`config.mk`:
```
export PLATFORM = sky130hd
export DESIGN_NAME = mem_dispatch_sel
export DESIGN_NICKNAME = d
export VERILOG_FILES = /design/src/rtl/mds_pkg.sv /design/src/rtl/mds_rob_store.sv /design/src/rtl/mds_age_scan.sv /design/src/rtl/mem_dispatch_sel.sv
export SDC_FILE = /design/constraint.sdc
export NUM_CORES = 1
export LEC_CHECK = 0
export BUFFER_PORTS_ARGS = -buffer_cell sky130_fd_sc_hd__buf_2
export CORE_MARGIN = 2
export CORE_UTILIZATION = 45
export CTS_CLUSTER_SIZE = 28
export DETAILED_ROUTE_END_ITERATION = 10
export PLACE_DENSITY = 0.71
export SYNTH_ARGS = -nofsm -noshare
export SYNTH_HDL_FRONTEND = slang
export SYNTH_SLANG_ARGS = --single-unit
```
`constraint.sdc`:
```
create_clock -name clk -period 18.5 [get_ports clk]
set_clock_uncertainty 0.1 [all_clocks]
set_input_delay 0.925 -clock clk [delete_from_list [all_inputs] [get_ports clk]]
set_output_delay 0.925 -clock clk [all_outputs]
set_load 0.01 [all_outputs]
```
`src/rtl/mds_pkg.sv`:
```
// Shared types for the memory dispatch selector.
package mds_pkg;
    // Instruction class held in every buffer slot
    typedef enum logic [1:0] {
        K_OTHER  = 2'd0,
        K_BRANCH = 2'd1,
        K_LOAD   = 2'd2,
        K_STORE  = 2'd3
    } kind_e;
endpackage

```
`src/rtl/mds_rob_store.sv`:
```
// Circular slot storage with head/tail pointers.
// Does: allocate at tail, release at head, fill operands by index,
// mark a slot as sent. Assumes DEPTH is a power of two so pointers wrap
// by truncation; pop on an empty buffer and allocate when full are ignored.
module mds_rob_store
    import mds_pkg::*;
#(
    parameter int DEPTH = 8,
    parameter int AW    = 16,
    parameter int DW    = 32,
    localparam int IW   = $clog2(DEPTH)
) (
    input  logic             clk,
    input  logic             rst_n,
    input  logic             alloc_valid,
    input  kind_e            alloc_kind,
    input  logic             alloc_addr_ok,
    input  logic [AW-1:0]    alloc_addr,
    input  logic             alloc_data_ok,
    input  logic [DW-1:0]    alloc_data,
    output logic             alloc_ready,
    input  logic             res_valid,
    input  logic [IW-1:0]    res_idx,
    input  logic             res_addr_en,
    input  logic [AW-1:0]    res_addr,
    input  logic             res_data_en,
    input  logic [DW-1:0]    res_data,
    input  logic             pop,
    input  logic             sent_fire,
    input  logic [IW-1:0]    sent_idx,
    output logic [IW-1:0]    head_o,
    output logic [IW:0]      count_o,
    output logic [DEPTH-1:0] valid_o,
    output logic [DEPTH-1:0] aok_o,
    output logic [DEPTH-1:0] dok_o,
    output logic [DEPTH-1:0] sent_o,
    output kind_e            kind_o [DEPTH],
    output logic [AW-1:0]    addr_o [DEPTH],
    output logic [DW-1:0]    data_o [DEPTH]
);
    typedef struct packed {
        logic          valid;
        logic          aok;
        logic          dok;
        logic          sent;
        kind_e         kind;
        logic [AW-1:0] addr;
        logic [DW-1:0] data;
    } slot_t;

    slot_t         slot_q [DEPTH];
    logic [IW-1:0] head_q, tail_q;
    logic [IW:0]   count_q;
    logic          full, do_alloc, do_pop;

    // Handshake decode for the allocate and release ports
    always_comb begin
        full     = (count_q == (IW+1)'(DEPTH));
        do_alloc = alloc_valid && !full;
        do_pop   = pop && (count_q != '0);
    end

    assign alloc_ready = !full;
    assign head_o      = head_q;
    assign count_o     = count_q;

    // Pointer and occupancy bookkeeping
    always_ff @(posedge clk) begin
        if (!rst_n) begin
            head_q  <= '0;
            tail_q  <= '0;
            count_q <= '0;
        end else begin
            if (do_pop)   head_q <= head_q + 1'b1;
            if (do_alloc) tail_q <= tail_q + 1'b1;
            case ({do_alloc, do_pop})
                2'b10:   count_q <= count_q + 1'b1;
                2'b01:   count_q <= count_q - 1'b1;
                default: count_q <= count_q;
            endcase
        end
    end

    for (genvar i = 0; i < DEPTH; i++) begin : g_slot
        // Per-slot state: fill on allocate, otherwise release/resolve/mark
        always_ff @(posedge clk) begin
            if (!rst_n) begin
                slot_q[i] <= '{valid: 1'b0, aok: 1'b0, dok: 1'b0, sent: 1'b0,
                               kind: K_OTHER, addr: '0, data: '0};
            end else if (do_alloc && tail_q == IW'(i)) begin
                slot_q[i] <= '{valid: 1'b1, aok: alloc_addr_ok,
                               dok: alloc_data_ok, sent: 1'b0,
                               kind: alloc_kind, addr: alloc_addr,
                               data: alloc_data};
            end else begin
                if (do_pop && head_q == IW'(i))
                    slot_q[i].valid <= 1'b0;
                if (res_valid && res_idx == IW'(i) && slot_q[i].valid) begin
                    if (res_addr_en) begin
                        slot_q[i].aok  <= 1'b1;
                        slot_q[i].addr <= res_addr;
                    end
                    if (res_data_en) begin
                        slot_q[i].dok  <= 1'b1;
                        slot_q[i].data <= res_data;
                    end
                end
                if (sent_fire && sent_idx == IW'(i))
                    slot_q[i].sent <= 1'b1;
            end
        end

        // Flatten slot fields onto the scan-facing outputs
        always_comb begin
            valid_o[i] = slot_q[i].valid;
            aok_o[i]   = slot_q[i].aok;
            dok_o[i]   = slot_q[i].dok;
            sent_o[i]  = slot_q[i].sent;
            kind_o[i]  = slot_q[i].kind;
            addr_o[i]  = slot_q[i].addr;
            data_o[i]  = slot_q[i].data;
        end
    end
endmodule

```
`src/rtl/mds_age_scan.sv`:
```
// Age-ordered eligibility scan.
// Does: walks slots from the head (oldest) to the youngest, tracks whether
// anything older is still unresolved, checks same-address hazards against
// older unsent accesses, and picks the oldest eligible load or store.
// Assumes DEPTH is a power of two; invalid slots are skipped.
module mds_age_scan
    import mds_pkg::*;
#(
    parameter int DEPTH = 8,
    parameter int AW    = 16,
    localparam int IW   = $clog2(DEPTH)
) (
    input  logic [IW-1:0]    head,
    input  logic [DEPTH-1:0] valid,
    input  logic [DEPTH-1:0] aok,
    input  logic [DEPTH-1:0] dok,
    input  logic [DEPTH-1:0] sent,
    input  kind_e            kind [DEPTH],
    input  logic [AW-1:0]    addr [DEPTH],
    output logic             found,
    output logic [IW-1:0]    sel_idx
);
    logic [IW-1:0]    ix [DEPTH];
    logic [DEPTH-1:0] stall_src, gate_blk, own_ok, hazard, elig;

    // Map age position to slot index, and classify each position
    always_comb begin
        for (int p = 0; p < DEPTH; p++) begin
            ix[p] = head + IW'(p);
            stall_src[p] = valid[ix[p]] && (
                (kind[ix[p]] == K_BRANCH && !aok[ix[p]]) ||
                (kind[ix[p]] == K_LOAD   && !aok[ix[p]]) ||
                (kind[ix[p]] == K_STORE  && !(aok[ix[p]] && dok[ix[p]])));
            own_ok[p] = valid[ix[p]] && !sent[ix[p]] && aok[ix[p]] &&
                ((kind[ix[p]] == K_LOAD) ||
                 (kind[ix[p]] == K_STORE && dok[ix[p]]));
        end
    end

    // Prefix OR: any older unresolved entry gates this position
    always_comb begin
        logic acc;
        acc = 1'b0;
        for (int p = 0; p < DEPTH; p++) begin
            gate_blk[p] = acc;
            acc = acc | stall_src[p];
        end
    end

    // Same-address hazards against older unsent accesses
    always_comb begin
        for (int p = 0; p < DEPTH; p++) begin
            hazard[p] = 1'b0;
            for (int q = 0; q < DEPTH; q++) begin
                if (q < p && valid[ix[q]] && !sent[ix[q]] &&
                    addr[ix[q]] == addr[ix[p]] &&
                    (kind[ix[q]] == K_STORE ||
                     (kind[ix[q]] == K_LOAD && kind[ix[p]] == K_STORE)))
                    hazard[p] = 1'b1;
            end
        end
    end

    // Oldest eligible position wins
    always_comb begin
        elig    = own_ok & ~gate_blk & ~hazard;
        found   = |elig;
        sel_idx = '0;
        for (int p = DEPTH - 1; p >= 0; p--) begin
            if (elig[p]) sel_idx = ix[p];
        end
    end
endmodule

```
`src/rtl/mem_dispatch_sel.sv`:
```
// Top of the memory dispatch selector.
// Does: ties slot storage to the age scan, drives the request outputs and
// marks the chosen slot as sent on valid && ready. Assumes the consumer
// samples requests on the rising edge and the producer pops only
// entries it is finished with.
module mem_dispatch_sel
    import mds_pkg::*;
#(
    parameter int DEPTH = 8,
    parameter int AW    = 16,
    parameter int DW    = 32,
    localparam int IW   = $clog2(DEPTH)
) (
    input  logic          clk,
    input  logic          rst_n,
    input  logic          alloc_valid,
    input  logic [1:0]    alloc_kind,
    input  logic          alloc_addr_ok,
    input  logic [AW-1:0] alloc_addr,
    input  logic          alloc_data_ok,
    input  logic [DW-1:0] alloc_data,
    output logic          alloc_ready,
    input  logic          res_valid,
    input  logic [IW-1:0] res_idx,
    input  logic          res_addr_en,
    input  logic [AW-1:0] res_addr,
    input  logic          res_data_en,
    input  logic [DW-1:0] res_data,
    input  logic          pop,
    input  logic          mem_ready,
    output logic          mem_valid,
    output logic [IW-1:0] mem_idx,
    output logic          mem_is_store,
    output logic [AW-1:0] mem_addr,
    output logic [DW-1:0] mem_data
);
    logic [IW-1:0]    head;
    logic [IW:0]      count;
    logic [DEPTH-1:0] valid_v, aok_v, dok_v, sent_v;
    kind_e            kind_a [DEPTH];
    logic [AW-1:0]    addr_a [DEPTH];
    logic [DW-1:0]    data_a [DEPTH];
    logic             found, fire;
    logic [IW-1:0]    sel;

    mds_rob_store #(.DEPTH(DEPTH), .AW(AW), .DW(DW)) u_store (
        .clk          (clk),
        .rst_n        (rst_n),
        .alloc_valid  (alloc_valid),
        .alloc_kind   (kind_e'(alloc_kind)),
        .alloc_addr_ok(alloc_addr_ok),
        .alloc_addr   (alloc_addr),
        .alloc_data_ok(alloc_data_ok),
        .alloc_data   (alloc_data),
        .alloc_ready  (alloc_ready),
        .res_valid    (res_valid),
        .res_idx      (res_idx),
        .res_addr_en  (res_addr_en),
        .res_addr     (res_addr),
        .res_data_en  (res_data_en),
        .res_data     (res_data),
        .pop          (pop),
        .sent_fire    (fire),
        .sent_idx     (sel),
        .head_o       (head),
        .count_o      (count),
        .valid_o      (valid_v),
        .aok_o        (aok_v),
        .dok_o        (dok_v),
        .sent_o       (sent_v),
        .kind_o       (kind_a),
        .addr_o       (addr_a),
        .data_o       (data_a)
    );

    mds_age_scan #(.DEPTH(DEPTH), .AW(AW)) u_scan (
        .head   (head),
        .valid  (valid_v),
        .aok    (aok_v),
        .dok    (dok_v),
        .sent   (sent_v),
        .kind   (kind_a),
        .addr   (addr_a),
        .found  (found),
        .sel_idx(sel)
    );

    // Request outputs and acceptance strobe
    always_comb begin
        fire         = found && mem_ready;
        mem_valid    = found;
        mem_idx      = sel;
        mem_is_store = (kind_a[sel] == K_STORE);
        mem_addr     = addr_a[sel];
        mem_data     = mem_is_store ? data_a[sel] : '0;
    end
endmodule

```
**Word level (Yosys, flattened, before mapping)**

Memory sizes are Yosys's and may differ from the RTL's.
Cells that the tools add are included.

- $add $sub $neg: 10
- Magnitude comparators: 17
- Equal/unequal tests: 83
- Multiplexer cells: 370
- Bitwise logic cells: 75
- Reduce and logical (&&, ||, !) cells: 274

Operators with widths:

| operator | count |
|---|---|
| equality test 16 bit | 28 |
| binary-select mux 16 bit (select 3 bit) | 9 |
| 2-to-1 mux 54 bit | 8 |
| 2-to-1 mux 16 bit | 26 |
| 2-to-1 mux 32 bit | 11 |
| 2-to-1 mux 1 bit | 247 |
| logical AND 1 bit | 194 |
| binary-select mux 1 bit (select 3 bit) | 32 |
| binary-select mux 32 bit (select 3 bit) | 1 |
| OR 1 bit | 62 |
| binary-select mux 2 bit (select 3 bit) | 9 |
| logical OR 1 bit | 50 |
| equality test 3 bit (second input constant) | 16 |
| equality test 2 bit (second input constant) | 18 |
| >= comparator 4 bit (second input constant) | 9 |
| 2-to-1 mux 2 bit | 18 |
| NOT 3 -> 4 bit | 9 |
| less-than comparator 3 x 4 -> 1 bit (second input constant) | 8 |
| equality test 3 x 2 -> 1 bit (second input constant) | 8 |
| 2-to-1 mux 3 bit | 8 |
| logical NOT 1 bit | 23 |
| AND 8 bit | 2 |
| equality test 2 x 1 -> 1 bit (second input constant) | 8 |
| NOT 8 bit | 2 |
| 12 further kinds | 23 |

- Register bits after elaboration: 10
- Memory bits (writable): 432
- Logic and storage cells: 833
- Memories kept: 1

Memories:

| name | words | bits a word | rd ports | clocked after Yosys merged registers in | write ports | RTL line | RTL |
|---|---|---|---|---|---|---|---|
| u_store.slot_q | 8 | 54 | 8 | 0 | 8 | mds_rob_store.sv:51 | `slot_t slot_q [DEPTH];` |

**Logic depth before layout (Yosys ltp)**

- Depth in word-level cells: 34
- Mapped depth: 33

**Hierarchy**

Synthesis repeated with hierarchy kept, for this count alone.

- Cell total of the unflattened synthesis: 3959
- Area, all modules: 42218.0 um^2

By module, submodules not included:

| module | times used | cells an instance | area each (um^2) |
|---|---|---|---|
| mds_age_scan | 1 | 2043 | 19740.2 |
| mds_rob_store | 1 | 1542 | 18944.4 |
| mem_dispatch_sel | 1 | 374 | 3533.4 |

**Worst setup path before layout**

No wires, ideal clock.

- Kind: register to output
- Start point: register u_store.head_q[2], in the netlist u_store.head_o[2]
- End point: output port mem_data[27]
- Arrival time: 6.382 ns
- Slack: 11.093 ns
- Cell stages (with the launch flop): 30
- Cells stage by stage: dfxtp_1 > buf_2 > buf_4 > inv_2 > buf_4 > buf_2 > buf_4 > buf_2 > buf_2 > buf_2 > ha_1 > clkbuf_1 > clkbuf_1 > mux4_2 > mux2i_2 > xnor2_1 > nand4_1 > or3_1 > o311ai_1 > nor2_2 > a21o_1 > a2111oi_1 > or3_1 > buf_6 > inv_4 > o21ai_2 > buf_4 > buf_2 > o22ai_1 > nor3_2

- Cells in the longest elaborated chain, start to end: 33
- Elaborated cells on any way between the ends: 456
- Classes of those cells: add/sub (7); eq/ne (52); mux (155); bitwise (19); reduce/logical (223)

RTL lines:

| element | RTL line | RTL |
|---|---|---|
| start: declaration | mds_rob_store.sv:52 | `logic [IW-1:0] head_q, tail_q;` |
| start signal: assignment | mds_rob_store.sv:74 | `if (do_pop) head_q <= head_q + 1'b1;` |
| adder 3 x 1 -> 3 bit | mds_age_scan.sv:29 | `ix[p] = head + IW'(p);` |
| NOT 3 -> 4 bit (implied by the code) | - |  |
| binary-select mux 2 bit (select 3 bit) | - |  |
| 2-to-1 mux 2 bit (2 in series) | - |  |
| equality test 2 x 1 -> 1 bit or equality test 2 bit (tied branches) | - |  |
| logical AND 1 bit, on equally long branches | mds_age_scan.sv:31, mds_age_scan.sv:32 |  |
| logical OR 1 bit | mds_age_scan.sv:31 | `(kind[ix[p]] == K_BRANCH && !aok[ix[p]]) \|\|` |
| logical OR 1 bit | mds_age_scan.sv:32 | `(kind[ix[p]] == K_LOAD && !aok[ix[p]]) \|\|` |
| (+10 left out) | - |  |
| 2-to-1 mux 3 bit (7 in series) | mds_age_scan.sv:70 | `if (elig[p]) sel_idx = ix[p];` |
| 2-to-1 mux 3 bit (*) | mds_age_scan.sv:70 |  |
| via mem_idx[0] | mem_dispatch_sel.sv:32 | `output logic [IW-1:0] mem_idx,` |
| NOT 3 -> 4 bit (implied by the code) (*) | mem_dispatch_sel.sv:93, mem_dispatch_sel.sv:95 |  |
| binary-select mux 2 bit (select 3 bit) | mem_dispatch_sel.sv:93 | `mem_is_store = (kind_a[sel] == K_STORE);` |
| 2-to-1 mux 2 bit (implied by the code) (2 in series) | mem_dispatch_sel.sv:93 |  |
| equality test 2 bit | mem_dispatch_sel.sv:93 |  |
| 2-to-1 mux 32 bit (*) | mem_dispatch_sel.sv:95 | `mem_data = mem_is_store ? data_a[sel] : '0;` |
| end: declaration | mem_dispatch_sel.sv:35 | `output logic [DW-1:0] mem_data` |

The timed path passes the listed nets; every way through them passes the cells marked *. The select of a mux whose other input is x is not followed.

==> metrics.md <==
| Metric | Value |
|---|---|
| Status | `finished, violations left` |
| Failing checks | `capacitance limit, slew limit` |
| Syn nets | `between 3000 and 4000` |
| Setup Fix Bufs, Post-CTS | `0` |
| Netlist cell types | `112` |
| Final setup fails | `0` |
| Tmin final | `about 12 ns` |
| Setup WS post-layout | `between 6 and 7 ns` |
| Top cell by count, worst path | `buf_4` |
| Post-DP HPWL | `approximately 120 mm` |
| I/O pin count | `roughly 170` |
| Leakage Power | `about 15 nW` |
| Synth async-reset ratio | `0` |
| Hold_buf cts | `0` |
| Area Growth Syn to Fin | `5.35%` |
| WP buf/inv | `6` |
| H-tree Lvls | `2` |
| First-pass GRT wire length | `243 mm` |
| Largest cells by area after synthesis | `edfxtp_1 31%, mux4_2 14%, a22o_1 8.3%, xnor2_1 5.8%, xor2_1 5.3%` |
| Reg clk slew, reported paths | `0.07 ns` |
| Post-DR wirelength/cell | `roughly 36 µm` |
| R2R depth | `18` |
| Post-synthesis sequential area ratio | `0.317` |
| Met3 wire len | `24.7 mm` |
| Antenna-violating nets left | `0` |
| Hold depth | `2` |
| Sum Neg Setup Slack | `0 ns` |
| Mean Syn Cell Area | `around 11 µm²` |
| Most numerous cell in the Yosys netlist | `edfxtp_1` |
| Top post-synthesis cells by count | `432 x edfxtp_1, 394 x a22o_1, 276 x xnor2_1, 256 x mux4_2, 249 x xor2_1` |
| CP max stage delay | `slightly below 1 ns` |
| Arrival time worst endpoint | `11.02 ns` |
| Final hold violations | `0` |
| CP startpoint kind | `flop` |
| CP top delay family | `buffers and inverters` |
| Met2 wire length | `~73 mm` |
| HP Class | `reg -> reg` |
| Gr ovfl total | `0` |
| Worst rel slew slack | `-0.0148` |
| Nets | `3658` |
| Peak VDD IR | `around 0.10 mV` |
| R2R setup slack | `roughly 9.3 ns` |
| Largest net degree at the start of global routing | `170` |
| Hold_sp | `u_store.count_o[3]` |
| Port Buffers | `164` |
| Max-cap violations | `1` |
| Crit Reg-Reg Startpoint | `u_store.head_o[0]` |
| Synth area leader | `edfxtp_1` |
| CP Cell Sequence | `inv_4 > ha_4 > buf_4 > buf_4 > mux4_2 > mux2i_2 > xor2_1 > nor4_1 > nand4_1 > or4_1 > and3_1 > a31oi_1 > a211oi_1 > a311oi_4 > nand2_2 > inv_8 > buf_4 > mux2_2 > o22ai_1 > nor3_1 > buf_2` |
| Clock Path Buffers | `3` |
| M1 WL | `just over 60 mm` |
| Critical path's slowest cell | `buf_4` |
| Synth top area share | `0.312` |
| Total GRT Usage | `0.352` |
| Crit end category | `primary output` |
| GPL Wtd Cong | `roughly 1.1` |
| Vias | `between 30000 and 40000` |
| Iteration-0 DRC Markers | `about 5400` |
| Initial antenna violation count | `16` |
| Vias in the first global route | `32823` |
| Area of the multi-input gates | `about 26000 µm²` |
| Initial Util | `0.454` |
| Unrepaired setup endpoints after global routing | `false` |
| DR vias/cell | `around 7.4` |
| Drt drc | `0` |
| Placed cell count | `4673` |
| Die X | `308 µm` |
| CTS Buf Count | `41` |
| Core ar. | `just over 90000 µm²` |
| TritonCTS clock tree | `done` |
| Sequential cell area | `13200 µm²` |
| Setup Crit Path Kind | `reg -> out` |
| Data required, critical path | `17.48 ns` |
| Yosys reg bits | `442` |
| Slew @ Worst Pin | `~1.5 ns` |
| Area after DPL | `about 42000 µm²` |
| Drt pass-1 iters | `8` |
| Power density cells | `between 100 and 150 nW/µm²` |
| Fin area | `~44000 µm²` |
| Crit Reg-Reg Endpoint | `u_store.slot_q[1][212]` |
| Die area | `between 90000 and 100000 µm²` |
| Fin cells | `roughly 4800` |
| Max Used Layer | `met5` |
| Syn Std Cell Area | `a little over 40000 µm²` |
| Layout cell share with drive strength beyond 1 | `0.254` |
| Die H | `a little over 300 µm` |
| Gates resized, CTS repair | `0` |
| Gate count of the mapped netlist | `between 3000 and 4000` |
| Row count | `111` |
| Achievable frequency | `a little over 0.08 GHz` |
| CTS Root Cell | `clkbuf_16` |
| Main flop type after synthesis | `edfxtp_1` |
| Fillers | `between 8000 and 9000` |
| Routed WL | `170 mm` |
| Final period utilization | `0.651` |
| Maximum fanout along the worst path | `122` |
| Dpl ws | `7.25 ns` |
| EDFF count, synth | `between 400 and 500` |
| Hold endpoint | `u_store.count_o[3]` |
| Clk_lat worst skew | `between 0.5 and 0.6 ns` |
| Clock sinks | `about 440` |
| Max Slew Vio Count | `1` |
| Synth Warn # | `0` |
[through the flow]
stage,power [mW],hold slack (ns),utilization
2_1_floorplan,3.82,0.371,-
3_3_place_gp,4.82,0.393,0.462
3_5_place_dp,4.84,0.404,0.462
4_1_cts,5.74,0.415,0.478
5_1_grt,6.04,0.464,0.478
6_report,5.88,0.415,0.478
[state kept, by name (all words and copies together), names as in the netlist]
| name | flops |
|---|---|
| u_store.count_o | 4 |
| u_store.slot_q | 432 |
| u_store.head_o | 3 |
| u_store.tail_q | 3 |
[layer usage]
metal / track usage / vias up
li1: - / 14107
met4: 0.187 / 16
met5: 0 / -
met2: 0.522 / 3122
met3: 0.105 / 613
met1: 0.462 / 17411
[power breakdown]
| part | total (mW) | switching (mW) | leakage [nW] | internal [mW] |
|---|---|---|---|---|
| combinational | 3.64 | 2.25 | 9.88 | 1.39 |
| sequential | 1.33 | 0.135 | 4.58 | 1.19 |
| clock | 0.914 | 0.392 | 0.693 | 0.521 |
[worst max-delay path by stage]
stage | startpoint | end | slack [ns] | cells after the start
floorplan | u_store.head_o[2] | mem_data[27] | 11.09 | 29
global placement | u_store.head_o[0] | mem_data[31] | 7.48 | 21
detailed placement | u_store.head_o[0] | mem_data[31] | 7.25 | 21
CTS | u_store.head_o[0] | mem_data[31] | 6.67 | 21
global route | u_store.head_o[0] | mem_data[31] | 6.14 | 21
finish | u_store.head_o[0] | mem_data[31] | 6.45 | 21
[cell type report]
type	count	share of cell area
flip-flops and latches	442	0.301
well taps	1186	0.0339
clock buffers	49	0.0246
repair buffers	255	0.0350
diodes	12	0.000686
inverters	47	0.00432
multi-input cells	2743	0.592
clock inverters	27	0.00818
[tightest hold or removal path: stages (launching register included)]
cell,delay [ns]
dfxtp_1,0.33
o21ai_0,0.08
a21oi_1,0.06
[kinds of logic (layout without fill, tap and decap cells)]
group	after synthesis	in the layout	synth area share
xor+xnor	527	527	0.112
buf+inv	507	378	0.0639
compound gates	788	788	0.151
mux	680	680	0.252
fa+ha+maj	17	17	0.00530
simple gates	731	731	0.0993
other cells	0	12	0
flops	442	442	0.317
[cells in the final DEF (no fill, tap or decap), drive strengths merged, types with 12 or more instances in the layout]
| cell type | count |
|---|---|
| o2111ai | 15 |
| nand4b | 13 |
| nor2b | 32 |
| a31oi | 25 |
| diode | 12 |
| nand2b | 23 |
| a211oi | 12 |
| nand3 | 70 |
| xor2 | 250 |
| a21o | 21 |
| xnor2 | 277 |
| clkbuf | 49 |
| edfxtp | 432 |
| mux2 | 207 |
| ha | 16 |
| nor4 | 58 |
| nor2 | 124 |
| a22o | 394 |
| a32oi | 12 |
| clkinv | 16 |
| and2 | 32 |
| and3 | 13 |
| o211ai | 13 |
| nand4 | 74 |
| mux2i | 217 |
| a2111oi | 20 |
| o21ai | 40 |
| nand2 | 140 |
| a21oi | 48 |
| inv | 47 |
| or3 | 15 |
| nor3 | 68 |
| buf | 255 |
| o22ai | 108 |
| mux4 | 256 |
(Power assumes the default switching activity.)
